===== config.mk =====
export PLATFORM = sky130hd
export DESIGN_NAME = cable_sense_irq
export DESIGN_NICKNAME = d
export VERILOG_FILES = /design/src/rtl/csi_pkg.sv /design/src/rtl/csi_sync.sv /design/src/rtl/csi_hold_stage.sv /design/src/rtl/csi_level_filter.sv /design/src/rtl/csi_irq_regs.sv /design/src/rtl/cable_sense_irq.sv
export SDC_FILE = /design/constraint.sdc
export NUM_CORES = 1
export LEC_CHECK = 0
export ABC_AREA = 1
export BUFFER_PORTS_ARGS = -buffer_cell sky130_fd_sc_hd__buf_2
export CAP_MARGIN = 20
export CORE_ASPECT_RATIO = 0.75
export CORE_MARGIN = 8
export CORE_UTILIZATION = 40
export CTS_BUF_LIST = sky130_fd_sc_hd__clkbuf_8
export DETAILED_ROUTE_END_ITERATION = 10
export SLEW_MARGIN = 0
export SYNTH_ARGS = -nofsm -noshare
export SYNTH_HDL_FRONTEND = slang
export SYNTH_SLANG_ARGS = --single-unit

===== constraint.sdc =====
create_clock -name clk -period 1.8 [get_ports clk]
set_input_delay 0.09 -clock clk [delete_from_list [all_inputs] [get_ports clk]]
set_output_delay 0.09 -clock clk [all_outputs]
set_load 0.1 [all_outputs]

===== src/rtl/csi_pkg.sv =====
// Package: shared constants, register addresses and the filter setup layout
// for the cable presence filter and interrupt unit.
package csi_pkg;

    localparam int ADDR_W     = 3;
    localparam int DATA_W     = 32;
    localparam int GLITCH_W   = 4;
    localparam int VALID_W    = 12;
    localparam int SCALE_LOG2 = 10;
    localparam int SRC_W      = 8;
    localparam int NUM_CH     = 2;

    // Register word addresses
    typedef enum logic [ADDR_W-1:0] {
        A_CFG  = 3'd0,
        A_MASK = 3'd1,
        A_STAT = 3'd2,
        A_CLR  = 3'd3,
        A_LVL  = 3'd4
    } reg_addr_e;

    // Status bit positions
    localparam int B_CORE     = 0;
    localparam int B_HPD_RISE = 1;
    localparam int B_HPD_FALL = 2;
    localparam int B_RXS_RISE = 6;
    localparam int B_RXS_FALL = 7;
    localparam int B_IRQ_RD   = 31;

    // Status bits that exist in hardware
    localparam logic [SRC_W-1:0] SRC_IMPL = 8'hC7;

    // Filter setup word, most significant field first
    typedef struct packed {
        logic [GLITCH_W-1:0] rxs_glitch;
        logic [VALID_W-1:0]  rxs_valid;
        logic [GLITCH_W-1:0] hpd_glitch;
        logic [VALID_W-1:0]  hpd_valid;
    } filt_cfg_t;

endpackage


===== src/rtl/csi_sync.sv =====
// Multi-flop synchronizer for one asynchronous bit.
// Assumes: STAGES >= 2; reset value of every flop is 0.
module csi_sync #(
    parameter int STAGES = 2
) (
    input  logic clk,
    input  logic rst_n,
    input  logic d_i,
    output logic q_o
);

    logic [STAGES-1:0] sh_q;

    // Shift the pin value through the flop chain
    always_ff @(posedge clk) begin
        if (!rst_n) sh_q <= '0;
        else        sh_q <= {sh_q[STAGES-2:0], d_i};
    end

    assign q_o = sh_q[STAGES-1];

endmodule


===== src/rtl/csi_hold_stage.sv =====
// Persistence stage: the output takes the input value only after the input
// has differed from it for limit_i+1 consecutive clocks. Any return to
// agreement restarts the count.
// Assumes: limit_i changes only while input and output agree.
module csi_hold_stage #(
    parameter int CNT_W = 4
) (
    input  logic             clk,
    input  logic             rst_n,
    input  logic             d_i,
    input  logic [CNT_W-1:0] limit_i,
    output logic             q_o
);

    logic [CNT_W-1:0] cnt_q;
    logic             q_q;

    // Count disagreement cycles and adopt the input once the limit is reached
    always_ff @(posedge clk) begin
        if (!rst_n) begin
            q_q   <= 1'b0;
            cnt_q <= '0;
        end else if (d_i == q_q) begin
            cnt_q <= '0;
        end else if (cnt_q >= limit_i) begin
            q_q   <= d_i;
            cnt_q <= '0;
        end else begin
            cnt_q <= cnt_q + 1'b1;
        end
    end

    assign q_o = q_q;


    hold_takes_input_chk: assert property (@(posedge clk) disable iff (!rst_n)
        !$stable(q_q) |-> (q_q == $past(d_i)));


    hold_waits_limit_chk: assert property (@(posedge clk) disable iff (!rst_n)
        !$stable(q_q) |-> ($past(cnt_q) >= $past(limit_i)));

endmodule


===== src/rtl/csi_level_filter.sv =====
// One cable-status channel: synchronizer, short glitch stage, long
// validation stage (width scaled by 2**SCALE_LOG2), and edge pulses.
// Assumes: widths are reprogrammed only while the pin is steady.
module csi_level_filter #(
    parameter int GLITCH_W   = 4,
    parameter int VALID_W    = 12,
    parameter int SCALE_LOG2 = 10,
    parameter int SYNC_STG   = 2
) (
    input  logic                clk,
    input  logic                rst_n,
    input  logic                pin_i,
    input  logic [GLITCH_W-1:0] glitch_w_i,
    input  logic [VALID_W-1:0]  valid_w_i,
    output logic                level_o,
    output logic                rise_o,
    output logic                fall_o
);

    localparam int VCNT_W = VALID_W + SCALE_LOG2;

    logic              pin_s;
    logic              deglitched;
    logic              level;
    logic              level_d_q;
    logic [VCNT_W-1:0] valid_lim;

    assign valid_lim = {valid_w_i, {SCALE_LOG2{1'b0}}};

    csi_sync #(.STAGES(SYNC_STG)) u_sync (
        .clk   (clk),
        .rst_n (rst_n),
        .d_i   (pin_i),
        .q_o   (pin_s)
    );

    csi_hold_stage #(.CNT_W(GLITCH_W)) u_glitch (
        .clk     (clk),
        .rst_n   (rst_n),
        .d_i     (pin_s),
        .limit_i (glitch_w_i),
        .q_o     (deglitched)
    );

    csi_hold_stage #(.CNT_W(VCNT_W)) u_valid (
        .clk     (clk),
        .rst_n   (rst_n),
        .d_i     (deglitched),
        .limit_i (valid_lim),
        .q_o     (level)
    );

    // Delay the filtered level by one clock for edge detection
    always_ff @(posedge clk) begin
        if (!rst_n) level_d_q <= 1'b0;
        else        level_d_q <= level;
    end

    assign level_o = level;
    assign rise_o  = level & ~level_d_q;
    assign fall_o  = ~level & level_d_q;


    edge_exclusive_chk: assert property (@(posedge clk) disable iff (!rst_n)
        !(rise_o && fall_o));


    rise_tracks_level_chk: assert property (@(posedge clk) disable iff (!rst_n)
        rise_o |-> ($past(level) == 1'b0));

endmodule


===== src/rtl/csi_irq_regs.sv =====
// Register file and interrupt logic: filter setup, mask, sticky status
// (hardware set, software set, write-one-to-clear), level read-back,
// registered interrupt line.
// Assumes: set_evt_i is synchronous to clk; reads are combinational.
module csi_irq_regs
    import csi_pkg::*;
(
    input  logic              clk,
    input  logic              rst_n,
    input  logic              reg_we,
    input  logic [ADDR_W-1:0] reg_addr,
    input  logic [DATA_W-1:0] reg_wdata,
    input  logic [NUM_CH-1:0] level_i,
    input  logic [SRC_W-1:0]  set_evt_i,
    output logic [DATA_W-1:0] reg_rdata,
    output filt_cfg_t         cfg_o,
    output logic              irq_o
);

    filt_cfg_t        cfg_q;
    logic [SRC_W-1:0] mask_q;
    logic [SRC_W-1:0] status_q;
    logic [SRC_W-1:0] status_d;
    logic [SRC_W-1:0] set_hw;
    logic [SRC_W-1:0] set_sw;
    logic [SRC_W-1:0] clr_sw;
    logic             irq_q;

    // Decode the write port into per-bit set and clear vectors
    always_comb begin
        set_hw = set_evt_i & SRC_IMPL;
        set_sw = (reg_we && reg_addr == A_STAT) ? (reg_wdata[SRC_W-1:0] & SRC_IMPL) : '0;
        clr_sw = (reg_we && reg_addr == A_CLR)  ? reg_wdata[SRC_W-1:0] : '0;
        status_d = (status_q & ~clr_sw) | set_hw | set_sw;
    end

    // Hold filter setup and mask
    always_ff @(posedge clk) begin
        if (!rst_n) begin
            cfg_q  <= '0;
            mask_q <= '0;
        end else if (reg_we) begin
            if (reg_addr == A_CFG)  cfg_q  <= filt_cfg_t'(reg_wdata);
            if (reg_addr == A_MASK) mask_q <= reg_wdata[SRC_W-1:0];
        end
    end

    // Sticky status and registered interrupt line
    always_ff @(posedge clk) begin
        if (!rst_n) begin
            status_q <= '0;
            irq_q    <= 1'b0;
        end else begin
            status_q <= status_d;
            irq_q    <= |(status_q & mask_q);
        end
    end

    // Combinational read multiplexer
    always_comb begin
        reg_rdata = '0;
        case (reg_addr)
            A_CFG:   reg_rdata = cfg_q;
            A_MASK:  reg_rdata[SRC_W-1:0] = mask_q;
            A_STAT: begin
                reg_rdata[SRC_W-1:0] = status_q;
                reg_rdata[B_IRQ_RD]  = irq_q;
            end
            A_LVL:   reg_rdata[NUM_CH-1:0] = level_i;
            default: reg_rdata = '0;
        endcase
    end

    assign cfg_o = cfg_q;
    assign irq_o = irq_q;


    always_comb begin
        if (rst_n) begin
            unimpl_zero_chk: assert ((status_q & ~SRC_IMPL) == '0);
        end
    end


    set_beats_clear_chk: assert property (@(posedge clk) disable iff (!rst_n)
        (|set_hw) |=> ((status_q & $past(set_hw)) == $past(set_hw)));


    clear_takes_effect_chk: assert property (@(posedge clk) disable iff (!rst_n)
        (reg_we && reg_addr == A_CLR) |=>
            ((status_q & $past(reg_wdata[SRC_W-1:0]) & ~$past(set_hw)) == '0));


    irq_source_chk: assert property (@(posedge clk) disable iff (!rst_n)
        irq_o |-> $past(|(status_q & mask_q)));


    status_sticky_chk: assert property (@(posedge clk) disable iff (!rst_n)
        !(reg_we && reg_addr == A_CLR) |=> ((status_q & $past(status_q)) == $past(status_q)));

endmodule


===== src/rtl/cable_sense_irq.sv =====
// Top: two cable-status filter channels (hot-plug, receiver-sense) feeding
// the status/interrupt register block.
// Assumes: pins are asynchronous; core_irq_i and the register port are
// synchronous to clk.
module cable_sense_irq
    import csi_pkg::*;
(
    input  logic              clk,
    input  logic              rst_n,
    input  logic              hpd_pin_i,
    input  logic              rxs_pin_i,
    input  logic              core_irq_i,
    input  logic              reg_we,
    input  logic [2:0]        reg_addr,
    input  logic [31:0]       reg_wdata,
    output logic [31:0]       reg_rdata,
    output logic              irq_o
);

    filt_cfg_t                        cfg;
    logic [NUM_CH-1:0]                pins;
    logic [NUM_CH-1:0][GLITCH_W-1:0]  glitch_w;
    logic [NUM_CH-1:0][VALID_W-1:0]   valid_w;
    logic [NUM_CH-1:0]                level;
    logic [NUM_CH-1:0]                rise;
    logic [NUM_CH-1:0]                fall;
    logic [SRC_W-1:0]                 set_evt;

    assign pins     = {rxs_pin_i, hpd_pin_i};
    assign glitch_w = {cfg.rxs_glitch, cfg.hpd_glitch};
    assign valid_w  = {cfg.rxs_valid, cfg.hpd_valid};

    generate
        for (genvar ch = 0; ch < NUM_CH; ch++) begin : g_ch
            csi_level_filter #(
                .GLITCH_W   (GLITCH_W),
                .VALID_W    (VALID_W),
                .SCALE_LOG2 (SCALE_LOG2),
                .SYNC_STG   (2)
            ) u_filt (
                .clk        (clk),
                .rst_n      (rst_n),
                .pin_i      (pins[ch]),
                .glitch_w_i (glitch_w[ch]),
                .valid_w_i  (valid_w[ch]),
                .level_o    (level[ch]),
                .rise_o     (rise[ch]),
                .fall_o     (fall[ch])
            );
        end
    endgenerate

    // Route edge pulses and the core request onto their status bits
    always_comb begin
        set_evt             = '0;
        set_evt[B_CORE]     = core_irq_i;
        set_evt[B_HPD_RISE] = rise[0];
        set_evt[B_HPD_FALL] = fall[0];
        set_evt[B_RXS_RISE] = rise[1];
        set_evt[B_RXS_FALL] = fall[1];
    end

    csi_irq_regs u_regs (
        .clk       (clk),
        .rst_n     (rst_n),
        .reg_we    (reg_we),
        .reg_addr  (reg_addr),
        .reg_wdata (reg_wdata),
        .level_i   (level),
        .set_evt_i (set_evt),
        .reg_rdata (reg_rdata),
        .cfg_o     (cfg),
        .irq_o     (irq_o)
    );

endmodule


After elaboration in Yosys (flattened, before gate mapping)
Index checks and enable logic that the tools add are counted.
Widths: inputs -> output; s select.
- register bits after elaboration: 111
- bits in latches: 0
- bits in writable memories: 0
- memory bits (read-only): 0
- input bits: 41
- memories kept: 0
- add/subtract/negate cells: 4
- multiply operators: 0
- divide/modulo/power cells: 0
- $lt $le $gt $ge: 4
- eq/ne operators: 8
- shifts and indexed selects: 0
- muxes and demuxes: 6
- bitwise gates (word level): 18
- reduce and logical (&&, ||, !) cells: 14
- operator list (operator ; count):
    $add 22x1->22 const B ; 2
    $ge 22x22->1 ; 2
    $mux 23 ; 1
    $pmux 6 s3 ; 1
    $and 8x8->8 ; 2
    $mux 8 ; 2
    $or 8x8->8 ; 2
    $reduce_and 2->1 ; 6
    $reduce_or 3->1 ; 4
    $not 1->1 ; 9
    $add 4x1->4 const B ; 2
    $ge 4x4->1 ; 2
    $not 8->8 ; 1
    $pmux 2 s4 ; 1
    $reduce_or 8->1 ; 1
    $eq 3x2->1 const B ; 2
    $and 1x1->1 ; 4
    $eq 1x1->1 ; 4
    $eq 3x1->1 const B ; 1
    $eq 3x3->1 const B ; 1
    $logic_not 3->1 ; 1
    $logic_and 1x1->1 ; 2
    $pmux 1 s2 ; 1

Logic depth before layout (Yosys ltp)
- depth after elaboration: 7
- mapped depth: 13

By module
A second synthesis with hierarchy kept.
- cells, all modules: 1005
- area total of the unflattened synthesis: 6844.1 µm²
- modules (own cells, without submodules) (module ; times used ; cells an instance ; area an instance (µm²) ; seq. area each (µm²)):
    csi_hold_stage (g_ch[0].u_filt.u_valid ...) ; 2 ; 268 ; 1801.7 ; 460.4
    csi_irq_regs ; 1 ; 350 ; 2331.0 ; 980.9
    csi_hold_stage (g_ch[0].u_filt.u_glitch ...) ; 2 ; 45 ; 349.1 ; 100.1
    csi_sync ; 2 ; 6 ; 55.1 ; 40.0
    csi_level_filter ; 2 ; 8 ; 48.8 ; 20.0
    cable_sense_irq ; 1 ; 1 ; 3.8 ; 0.0

Least setup slack after synthesis
Ideal clock, no wire load.
- kind: input -> output
- start point: input reg_addr[1]
- end point: output reg_rdata[31]
- arrival time: 2669 ps
- slack: -959 ps
- cell stages on the path: 5
- cell sequence: buf_4 inv_2 nand2_1 buf_2 o21ai_0
- cells in the longest elaborated chain, start to end: 2
- ends and longest elaborated chain (what ; RTL line ; source):
    from (decl) ; cable_sense_irq.sv:14 ; input logic [2:0] reg_addr,
    $eq 3x2->1 / $logic_not 3->1 (equally long branches) ; csi_irq_regs.sv:62 ; case (reg_addr)
    $pmux 1 s2 * ; csi_irq_regs.sv:62 ;
    to (decl) ; cable_sense_irq.sv:16 ; output logic [31:0] reg_rdata,
Every way passes the cells marked *; elsewhere a longest branch is shown, timed or not.

Worst setup path in the final report
- start point: register u_regs.cfg_q, in the netlist u_regs.cfg_o[27]
- end point: register g_ch[1].u_filt.u_valid.cnt_q[20]
- cells in the longest elaborated chain, start to end: 2
- ends and longest elaborated chain (what ; RTL line ; source):
    from (decl) ; csi_irq_regs.sv:20 ; filt_cfg_t cfg_q;
    from (signal assigned) ; csi_irq_regs.sv:43 ; if (reg_addr == A_CFG) cfg_q <= filt_cfg_t'(reg_wdata);
    $ge 22x22->1 ; csi_hold_stage.sv:25 ; end else if (cnt_q >= limit_i) begin
    $reduce_or 3->1 (no source line) ; -- ;
    to (signal assigned) ; csi_hold_stage.sv:29 ; cnt_q <= cnt_q + 1'b1;
    to (decl) ; csi_hold_stage.sv:15 ; logic [CNT_W-1:0] cnt_q;
Every way passes these cells.
A chain may end at the register's enable or synchronous reset.

==> flow_summary_export.csv <==
group,metric,value,unit
timing,finalCritPeriodShare,0.955,
global_route,grt_pass1_vias,5055,
finish,diodes,0,
run_status,outcome,"complete, no violations",
timing,tightest_slew,0.518,ns
place,post-place-ws,0.111,ns
drt,avgRoutedWirePerCell,12.9,um
drt,firstDrtPassIters,5,
clock_tree,worstSkewPairLatency,0.39,ns
synthesis,synth_nets,907,
place,gp_congestion,0.873,
flow_run,drv_cap,0,
critical_path,criticalPathCategory,"flip-flop to flip-flop",
critical_path,worst-r2r-cell-count,9,
timing,slew_headroom,0.651,
critical_path,required,2.12,ns
synthesis,async_reset_ff_frac,0,
floorplanning,io_pins,74,
power,peakVddDrop,0.393,mV
global_route,grt_pass1_wl,24600,um
critical_path,path_max_fanout,5,
synthesis,netlist_instances,828,
drt,drc,0,
timing,hold_violations,0,
clock_tree,cts_buffers,9,
clock_tree,clk_path_buf_depth,2,
critical_path,r2r_start,"u_regs.cfg_o[27]",
place,hpwl,10900,um
drt,drt_iter0_drc,288,
global_route,antenna_found_initial,0,
drt,routed_wl,14700,um
timing,setup_viol,0,
drt,viasPerCell,4.68,
worst_hold_path,whs_path_depth,3,
timing,slew_violations,0,
worst_hold_path,worstHoldStart,"reg_wdata[24]",
global_route,grt_start_max_net_pins,53,
clock_tree,root_buffer,"clkbuf_8",
power,power_density,644,nW/um^2
clock_tree,clock_sinks,111,
synthesis,yosysSeqAreaShare,0.376,
finish,drive_gt1_frac,0.196,
floorplanning,die_w,156,um
drt,postRouteAntennaNets,0,
global_route,gr-total-overflow,0,
synthesis,avgSynthCellArea,7.14,um^2
critical_path,worst_setup_path_end_kind,"flip-flop",
timing,skew,0.0174,ns
floorplanning,die_h,121,um
global_route,grt_use_total,0.157,
floorplanning,fp-row-count,38,
timing,max_freq,0.582,GHz
clock_tree,cts_tree,"yes",
critical_path,r2r-end,"g_ch[1].u_filt.u_valid.cnt_q[20]",
clock_tree,htreeDepth,3,
finish,nets,1013,
synthesis,synth_seq_cells,111,
critical_path,reg2reg_setup_slack,0.08,ns
drt,via_count,5325,
finish,area_growth_syn_to_layout,32.0,%
place,port_buffers,73,
power,leakagePower,3.11,nW
worst_hold_path,whs_endpoint,"u_regs.cfg_o[24]",
timing,whs,0.0161,ns
synthesis,synth_edf_count,0,
critical_path,cp-start-kind,"flip-flop",
synthesis,synthDistinctLibCells,37,
floorplanning,start_util,0.409,
synthesis,synth_flop_cell,"dfxtp_1",
worst_hold_path,hold_class,"input port to flip-flop",
critical_path,arrival,2.04,ns
timing,period_needed,1.72,ns
synthesis,yosys_warnings,0,
floorplanning,die-area,19000,um^2
clock_tree,cts.clk_slew.worst_paths,0.11,ns
timing,finalSetupTns,0,ns
synthesis,syn_area,5910,um^2
timing,worst_slack,0.0810,ns
floorplanning,coreArea,14500,um^2
==> worst max-delay path, cell delays in order, from the launching register on <==
cell,delay [ns]
dfxtp_1,0.31
inv_1,0.14
ha_4,0.23
a21oi_1,0.21
and2_1,0.18
nand3_2,0.10
nor2_4,0.12
nand2_4,0.10
clkbuf_16,0.18
nor2_1,0.10
==> state kept, by name, indices dropped and copies added, names as in the netlist <==
name	flops
g_ch.u_filt.u_glitch.q_o	2
u_regs.cfg_o	32
g_ch.u_filt.u_valid.cnt_q	44
u_regs.irq_o	1
g_ch.u_filt.level_d_q	2
u_regs.mask_q	8
g_ch.u_filt.u_glitch.cnt_q	8
g_ch.u_filt.u_sync.sh_q	4
u_regs.status_q	8
g_ch.u_filt.u_valid.q_o	2
==> layout by cell type, fill, tap and decap left out, types with 12 or more instances in the layout <==
master	instances
nor3_1	12
xnor2_1	13
nor2_2	27
xor2_1	24
dlygate4sd3_1	27
buf_2	41
nand3_1	37
ha_1	32
dfxtp_1	107
nor2_1	106
nand2_1	153
inv_1	116
buf_12	36
o21ai_0	43
a21oi_1	52
==> repair_timing <==
action,in CTS,in global routing
setup buffers,0,1
gates resized for setup,0,29
hold buffers,27,0
endpoints found under the hold margin,28,0
endpoints found under the setup margin,0,44
==> cell type report <==
| cell class | count | area [um^2] |
|---|---|---|
| Inverter | 123 | 462 |
| Multi-Input combinational cell | 572 | 3290 |
| Tap cell | 200 | 250 |
| Fill cell | 1427 | 6650 |
| Clock buffer | 9 | 124 |
| Timing Repair Buffer | 117 | 1330 |
| Clock inverter | 7 | 120 |
| Sequential cell | 111 | 2230 |
==> cells by family (layout without fill, tap and decap cells) <==
logic type,Yosys count,in the layout,synth area share
xor+xnor,37,37,0.0548
simple gates,380,380,0.281
buf+inv,145,256,0.102
compound gates,117,117,0.107
fa+ha+maj,38,38,0.0804
flops,111,111,0.376
==> through the flow <==
step           total power, mW  utilization  area (um^2)  instances
3_5_place_dp              3.17        0.491         7100       1093
3_3_place_gp              3.17        0.491         7100       1093
5_1_grt                   5.25        0.540         7810       1139
6_report                  5.03        0.540         7810       1139
2_1_floorplan             2.98            -         5980        828
4_1_cts                   5.02        0.526         7610       1136
==> synthesized netlist by cell type, types with 3 or more instances <==
cell type	count	share of area
xor2_1	24	0.036
nand4_1	8	0.0085
nor2_4	3	0.0057
nor2_2	6	0.0063
dfxtp_1	111	0.38
o221ai_1	6	0.0089
buf_2	9	0.0076
inv_1	117	0.074
nor3_1	12	0.010
o21ai_0	44	0.037
inv_2	5	0.0032
nand3_1	39	0.033
buf_6	5	0.0095
nand3b_1	4	0.0051
ha_1	38	0.080
nand2_1	159	0.10
a21oi_1	55	0.047
nor2_1	129	0.082
clkbuf_1	6	0.0038
a31oi_1	5	0.0053
xnor2_1	13	0.019
nand2_2	6	0.0063
==> how the worst max path moves through the flow <==
stage                     cells after the start                          endpoint              from
final                                         9  g_ch[1].u_filt.u_valid.cnt_q[20]  u_regs.cfg_o[27]
after detailed placement                     12  g_ch[1].u_filt.u_valid.cnt_q[17]  u_regs.cfg_o[27]
after global routing                          9  g_ch[1].u_filt.u_valid.cnt_q[21]  u_regs.cfg_o[27]
after CTS                                    12  g_ch[1].u_filt.u_valid.cnt_q[17]  u_regs.cfg_o[27]
after floorplan                               5                      reg_rdata[2]       reg_addr[1]
after global placement                        9  g_ch[0].u_filt.u_valid.cnt_q[20]  u_regs.cfg_o[11]
==> power breakdown <==
group	total [mW]	internal [mW]	leakage (nW)	switching, mW
sequential	2.55	2.52	0.901	0.0324
combinational	0.660	0.266	2.08	0.394
clock	1.82	0.933	0.126	0.885
==> layer usage <==
metal,routed length [um],track usage,share of wire
met2,6390,0.250,0.44
met1,7550,0.212,0.51
met3,603,0.0367,0.041
met5,0,0,0
met4,133,0.0347,0.0091
(Power assumes the default switching activity.)
